===== src/rtl/tile_addr_pkg.sv =====
package tile_addr_pkg;

  localparam int unsigned OFF_W = 32;

  typedef enum logic [1:0] {
    LAY_LINEAR = 2'b00,
    LAY_MICRO  = 2'b01,
    LAY_MACRO  = 2'b10,
    LAY_BOTH   = 2'b11
  } layout_e;

  typedef struct packed {
    logic             err;
    logic [OFF_W-1:0] row;   // row-of-tiles product, already shifted
    logic [OFF_W-1:0] rest;  // all remaining offset terms
  } terms_t;

  function automatic logic bpp_bad(input logic [2:0] bpp);
    return !(bpp == 3'd1 || bpp == 3'd2 || bpp == 3'd4);
  endfunction

  function automatic logic [4:0] bpp_shift(input logic [2:0] bpp);
    case (bpp)
      3'd2:    return 5'd1;
      3'd4:    return 5'd2;
      default: return 5'd0;
    endcase
  endfunction

  function automatic logic [OFF_W-1:0] lo_mask(input logic [4:0] n);
    return (OFF_W'(1) << n) - OFF_W'(1);
  endfunction

  // Offset split into two addends; the caller sums them.
  function automatic terms_t tile_terms(input logic [OFF_W-1:0] xw,
                                        input logic [OFF_W-1:0] yw,
                                        input logic [OFF_W-1:0] pw,
                                        input logic [1:0]       lay,
                                        input logic             lin,
                                        input logic [2:0]       bpp);
    terms_t           t;
    logic [4:0]       s;
    logic [4:0]       mic_lg;
    logic [4:0]       mac_lg;
    logic [OFF_W-1:0] ridx;
    logic [OFF_W-1:0] tpr;
    logic [4:0]       rsh;
    s      = bpp_shift(bpp);
    t.err  = bpp_bad(bpp);
    t.rest = '0;
    mic_lg = 5'd5 - s;
    mac_lg = 5'd8 - s;
    ridx   = yw;
    tpr    = pw;
    rsh    = 5'd0;
    if (lin || layout_e'(lay) == LAY_LINEAR) begin
      t.rest = xw << s;
    end else begin
      case (layout_e'(lay))
        LAY_MICRO: begin
          tpr    = (pw + OFF_W'(31)) >> 5;
          rsh    = 5'd5;
          t.rest = ((xw >> mic_lg) << 5) + ((xw & lo_mask(mic_lg)) << s);
        end
        LAY_MACRO: begin
          ridx   = yw >> 3;
          tpr    = pw >> mac_lg;
          rsh    = 5'd11;
          t.rest = ((yw & OFF_W'(7)) << 8) + ((xw >> mac_lg) << 11)
                 + (((xw & lo_mask(mac_lg)) >> mic_lg) << 5)
                 + ((xw & lo_mask(mic_lg)) << s);
        end
        default: begin // both levels: rows paired inside each micro tile
          mic_lg = 5'd4 - s;
          mac_lg = 5'd7 - s;
          ridx   = yw >> 4;
          tpr    = pw >> mac_lg;
          rsh    = 5'd11;
          t.rest = (((yw & OFF_W'(15)) >> 1) << 8) + ((yw & OFF_W'(1)) << 4)
                 + ((xw >> mac_lg) << 11)
                 + (((xw & lo_mask(mac_lg)) >> mic_lg) << 5)
                 + ((xw & lo_mask(mic_lg)) << s);
        end
      endcase
    end
    t.row = (ridx * tpr) << rsh;
    return t;
  endfunction

endpackage


===== src/rtl/tile_addr_terms.sv =====
module tile_addr_terms
  import tile_addr_pkg::*;
#(
  parameter int unsigned CW = 16,
  parameter int unsigned PW = 16
) (
  input  logic [CW-1:0] x,
  input  logic [CW-1:0] y,
  input  logic [1:0]    layout,
  input  logic          linear,
  input  logic [2:0]    bpp,
  input  logic [PW-1:0] pitch,
  input  logic          org_en,
  input  logic [CW-1:0] org_x,
  input  logic [CW-1:0] org_y,
  output terms_t        terms
);
  logic [CW-1:0] cx;
  logic [CW-1:0] cy;

  assign cx = org_en ? x + org_x : x;
  assign cy = org_en ? y + org_y : y;

  assign terms = tile_terms(OFF_W'(cx), OFF_W'(cy), OFF_W'(pitch),
                            layout, linear, bpp);
endmodule


===== src/rtl/tile_addr_sum.sv =====
module tile_addr_sum
  import tile_addr_pkg::*;
#(
  parameter int unsigned AW = 32
) (
  input  terms_t        terms,
  input  logic [AW-1:0] base,
  output logic [AW-1:0] addr,
  output logic          err
);
  assign err  = terms.err;
  assign addr = terms.err ? '0 : base + AW'(terms.row) + AW'(terms.rest);
endmodule


===== src/rtl/tile_addr_gen.sv =====
module tile_addr_gen
  import tile_addr_pkg::*;
#(
  parameter int unsigned CW = 16,
  parameter int unsigned PW = 16,
  parameter int unsigned AW = 32
) (
  input  logic          clk,
  input  logic          rst,
  input  logic          in_valid,
  output logic          in_ready,
  input  logic [CW-1:0] in_x,
  input  logic [CW-1:0] in_y,
  input  logic [1:0]    in_layout,
  input  logic          in_linear,
  input  logic [2:0]    in_bpp,
  input  logic [PW-1:0] in_pitch,
  input  logic [AW-1:0] in_base,
  input  logic          in_org_en,
  input  logic [CW-1:0] in_org_x,
  input  logic [CW-1:0] in_org_y,
  output logic          out_valid,
  input  logic          out_ready,
  output logic [AW-1:0] out_addr,
  output logic          out_err
);
  // named pipeline events
  logic          advance;
  logic          accept;
  logic          s1_vld;
  terms_t        s1_terms;
  logic [AW-1:0] s1_base;
  terms_t        t_next;
  logic [AW-1:0] sum_addr;
  logic          sum_err;

  assign advance  = !out_valid || out_ready;
  assign in_ready = advance;
  assign accept   = in_valid && advance;

  tile_addr_terms #(.CW(CW), .PW(PW)) terms_i (
    .x(in_x), .y(in_y), .layout(in_layout), .linear(in_linear),
    .bpp(in_bpp), .pitch(in_pitch), .org_en(in_org_en),
    .org_x(in_org_x), .org_y(in_org_y), .terms(t_next)
  );

  // stage 1: terms
  always_ff @(posedge clk) begin
    if (rst) begin
      s1_vld <= 1'b0;
    end else if (advance) begin
      s1_vld <= in_valid;
    end
  end

  always_ff @(posedge clk) begin
    if (accept) begin
      s1_terms <= t_next;
      s1_base  <= in_base;
    end
  end

  tile_addr_sum #(.AW(AW)) sum_i (
    .terms(s1_terms), .base(s1_base), .addr(sum_addr), .err(sum_err)
  );

  // stage 2: sum plus base
  always_ff @(posedge clk) begin
    if (rst) begin
      out_valid <= 1'b0;
    end else if (advance) begin
      out_valid <= s1_vld;
    end
  end

  always_ff @(posedge clk) begin
    if (advance && s1_vld) begin
      out_addr <= sum_addr;
      out_err  <= sum_err;
    end
  end
endmodule


===== config.mk =====
export PLATFORM = sky130hd
export DESIGN_NAME = tile_addr_gen
export DESIGN_NICKNAME = d
export VERILOG_FILES = /design/src/rtl/tile_addr_pkg.sv /design/src/rtl/tile_addr_terms.sv /design/src/rtl/tile_addr_sum.sv /design/src/rtl/tile_addr_gen.sv
export SDC_FILE = /design/constraint.sdc
export NUM_CORES = 1
export LEC_CHECK = 0
export ABC_AREA = 1
export BUFFER_PORTS_ARGS = -buffer_cell sky130_fd_sc_hd__buf_2
export CAP_MARGIN = 20
export CELL_PAD_IN_SITES_DETAIL_PLACEMENT = 1
export CELL_PAD_IN_SITES_GLOBAL_PLACEMENT = 2
export CORE_MARGIN = 5
export CORE_UTILIZATION = 37
export CTS_BUF_LIST = sky130_fd_sc_hd__clkbuf_4 sky130_fd_sc_hd__clkbuf_8
export CTS_CLUSTER_SIZE = 16
export DETAILED_ROUTE_END_ITERATION = 8
export GPL_TIMING_DRIVEN = 0
export HOLD_SLACK_MARGIN = 0.02
export PLACE_DENSITY = 0.86
export REMOVE_ABC_BUFFERS = 1
export SLEW_MARGIN = 20
export SYNTH_ARGS = -nofsm -noshare
export SYNTH_HDL_FRONTEND = slang
export SYNTH_SLANG_ARGS = --single-unit

===== constraint.sdc =====
create_clock -name clk -period 8.3 [get_ports clk]
set_input_delay 0.83 -clock clk [delete_from_list [all_inputs] [get_ports clk]]
set_output_delay 0.83 -clock clk [all_outputs]
set_load 0.02 [all_outputs]

==> results.py <==
metrics = {
    "setup_path": {
        "kind_of_start_point_of_the_critical_path": "primary input",
        "cp_common_cell": "sky130_fd_sc_hd__inv_1",
        "max_incr_delay_on_cp_ns": 0.57,
        "critical_path_required_ns": 8.51,
        "critical-path-slowest-cell": "sky130_fd_sc_hd__fa_1",
        "worstSetupEndpointType": "register",
        "worst_setup_path_type": "in -> reg",
        "critical_path_peak_fanout": 61,
        "crit_arrival_ns": 8.25,
    },
    "yosys": {
        "synth_fa_ha_area_share_pct": 32.9,
        "syn_area_per_cell_sq_um": 7.07,
        "yosys_most_used_dff": "sky130_fd_sc_hd__edfxtp_1",
        "yosysTopAreaCell": "sky130_fd_sc_hd__fa_1",
        "number_of_synthesized_flops_with_an_enable_pin": 126,
        "post_synth_and_or_nand_nor_area_fraction_pct": 30.0,
        "ys_seq_elements": 128,
        "synth_compound_gate_area_share_pct": 8.92,
        "synth_top_cells_by_count": "sky130_fd_sc_hd__nand2_1, sky130_fd_sc_hd__inv_1, sky130_fd_sc_hd__nand3_1",
        "syn_area_sq_um": 24000,
        "synth_top_family_by_area": "adder cells",
        "yosys.area.top_type_share_pct": 20.8,
        "muxShareOfSynthArea_pct": 0,
        "syn-instance-count": 3396,
        "post_synth_num_cell_types": 59,
        "netlist_top_cells_area": "sky130_fd_sc_hd__fa_1, sky130_fd_sc_hd__edfxtp_1, sky130_fd_sc_hd__nand2_1",
        "synthesis.yosys.warnings": 0,
        "yosysSeqAreaShare_pct": 15.9,
        "async_flop_share_pct": 0,
        "synth_xor_area_share_pct": 1.09,
        "post-synth-top-count-cell": "sky130_fd_sc_hd__nand2_1",
    },
    "grt": {
        "grt_max_degree": 62,
        "overflow": 0,
        "grt_pass1_vias": 24000,
        "grt_first_pass_wirelength_um": 135000,
        "antenna_found_initial": 2,
        "groute.usage.overall_pct": 24.3,
    },
    "cells_and_area": {
        "post_route_cells_drive_above_1_share_pct": 9.36,
        "antenna_cells": 0,
        "num-fill-cells": 8333,
        "nets": 4172,
        "flow.area_growth_from_synthesis_pct": 11.0,
    },
    "place": {
        "finalWeightedCongestion": 0.909,
        "dpl_worst_slack_ns": -2.24,
        "place.port_buffers": 157,
        "place.detailed.hpwl_um": 71900,
    },
    "drt": {
        "detailedRoute.firstPassIterationCount": 5,
        "wl_um": 86800,
        "drt-vias-per-instance": 5.21,
        "drt_iter0_markers": 1447,
        "drc_errors": 0,
        "ant_nets": 0,
        "detailroute.via_count": 23100,
        "post_drt_wl_per_cell_um": 19.6,
    },
    "timing": {
        "hold_viol": 0,
        "tightestPinTransition_ns": 1.29,
        "finalWorstSetupSlack_ns": 0.268,
        "report.final.setup_viol": 0,
        "finalHoldWorstSlack_ns": 0.474,
        "final.setup_skew_ns": 0.0135,
        "layout_worst_path_cycle_share_pct": 96.8,
        "final_period_minus_worst_setup_slack_ns": 8.03,
        "slew_headroom_pct": 13.4,
        "totalNegativeSetupSlack_ns": 0,
        "final-max-slew-violation-count": 0,
        "timing.fmax_ghz": 0.124,
    },
    "floorplanning": {
        "io-pin-count": 158,
        "core_area_sq_um": 64300,
        "dieArea_sq_um": 70100,
        "start_util_pct": 37.3,
        "die_h_um": 265,
        "rows": 93,
        "die_width_um": 265,
    },
    "clocking": {
        "clkSinkCount": 128,
        "hold_buffers": 0,
        "cts_root_buf": "sky130_fd_sc_hd__clkbuf_8",
        "htree_depth": 4,
        "clk_pin_slew_worst_paths_ns": 0.08,
        "cts-root-to-sink-buffers": 2,
        "insertion_delay_ns": 0.48,
        "tritoncts": "done",
        "cts_buffers": 17,
    },
    "run": {
        "max_cap_viol_count": 0,
    },
    "min_path": {
        "min-delay-path-class": "reg -> reg",
    },
    "run_status": {
        "run_status": "finished, final reports clean",
    },
}
==> kinds of logic after synthesis <==
| kind of cell | count (synthesis) |
|---|---|
| flops | 128 |
| buf+inv | 689 |
| xor+xnor | 30 |
| simple gates | 1683 |
| other cells | 2 |
| fa+ha+maj | 482 |
| compound gates | 382 |
==> through the flow <==
stage / cells / cell area, sq um / utilization [%]
global route: 4435 / 26700 / 41.4
CTS: 4416 / 26400 / 41.0
detailed placement: 4373 / 25800 / 40.0
global placement: 4369 / 25700 / 39.9
finish: 4435 / 26700 / 41.4
floorplan: 3357 / 23800 / -
==> per-layer routing <==
layer	vias to the layer above	routed length, um	global-route usage [%]
met2	561	40000	40.7
met1	11300	40100	33.8
met5	-	0	0
met4	0	1890	5.03
li1	11100	-	-
met3	88	4800	3.44
==> flip-flops by register name, summed over array words and instances, names as in the netlist <==
signal     count
out_addr      32
out_valid      1
s1_vld         1
s1_terms      61
s1_base       32
out_err        1
==> worst max-delay path, delay by kind of cell <==
kind | cells | cell delay [ns]
buffers and inverters | 13 | 1.73
adders and majority gates | 8 | 3.63
and+or+nand+nor | 12 | 1.74
AOI/OAI and AO/OA | 1 | 0.21
==> path summary, 6_finish.rpt <==
| kind | start | end | slack, ns | cells past startpoint |
|---|---|---|---|---|
| hold reg to reg | s1_vld$_SDFFE_PP0N_ | s1_vld$_SDFFE_PP0N_ | 0.47 | 2 |
| hold / removal | s1_vld$_SDFFE_PP0N_ | s1_vld$_SDFFE_PP0N_ | 0.47 | 2 |
| setup / recovery | in_layout[0] | s1_terms[55]$_DFFE_PP_ | 0.27 | 34 |
| setup reg to reg | s1_terms[1]$_DFFE_PP_ | out_addr[27]$_SDFFCE_PP0P_ | 4.84 | 14 |
==> final cells by class <==
type	instances	area (sq um)	area share, %
timing repair buffer	186	1080	4.07
clock inverter	14	143	0.535
tap	855	1070	4.01
clock buffer	18	241	0.906
sequential	128	3820	14.3
multi-input combinational	2615	17900	67.2
inverter	619	2380	8.92
==> repair_timing <==
action / 4_1_cts / 5_1_grt
buffers inserted: 9 / 16
pin swaps: 5 / 7
endpoints found under the setup margin: 25 / 19
cloned: 2 / 3
gates resized for setup: 24 / 30
hold endpoints to repair: 0 / 0
==> layout by cell type, fill, tap and decap left out, types with 116 or more instances in the layout <==
master                     synthesis  layout
sky130_fd_sc_hd__a21oi_1         188     187
sky130_fd_sc_hd__nand2_1         913     909
sky130_fd_sc_hd__ha_1            232     229
sky130_fd_sc_hd__nor2_1          293     286
sky130_fd_sc_hd__fa_1            250     250
sky130_fd_sc_hd__nand3_1         309     302
sky130_fd_sc_hd__edfxtp_1        126     126
sky130_fd_sc_hd__buf_2            27     156
sky130_fd_sc_hd__o21ai_0         117     116
sky130_fd_sc_hd__inv_1           596     592
Power is left out: the tool's default activity adds up to more than one toggle a clock period on the data nets, which glitch-free logic cannot reach.
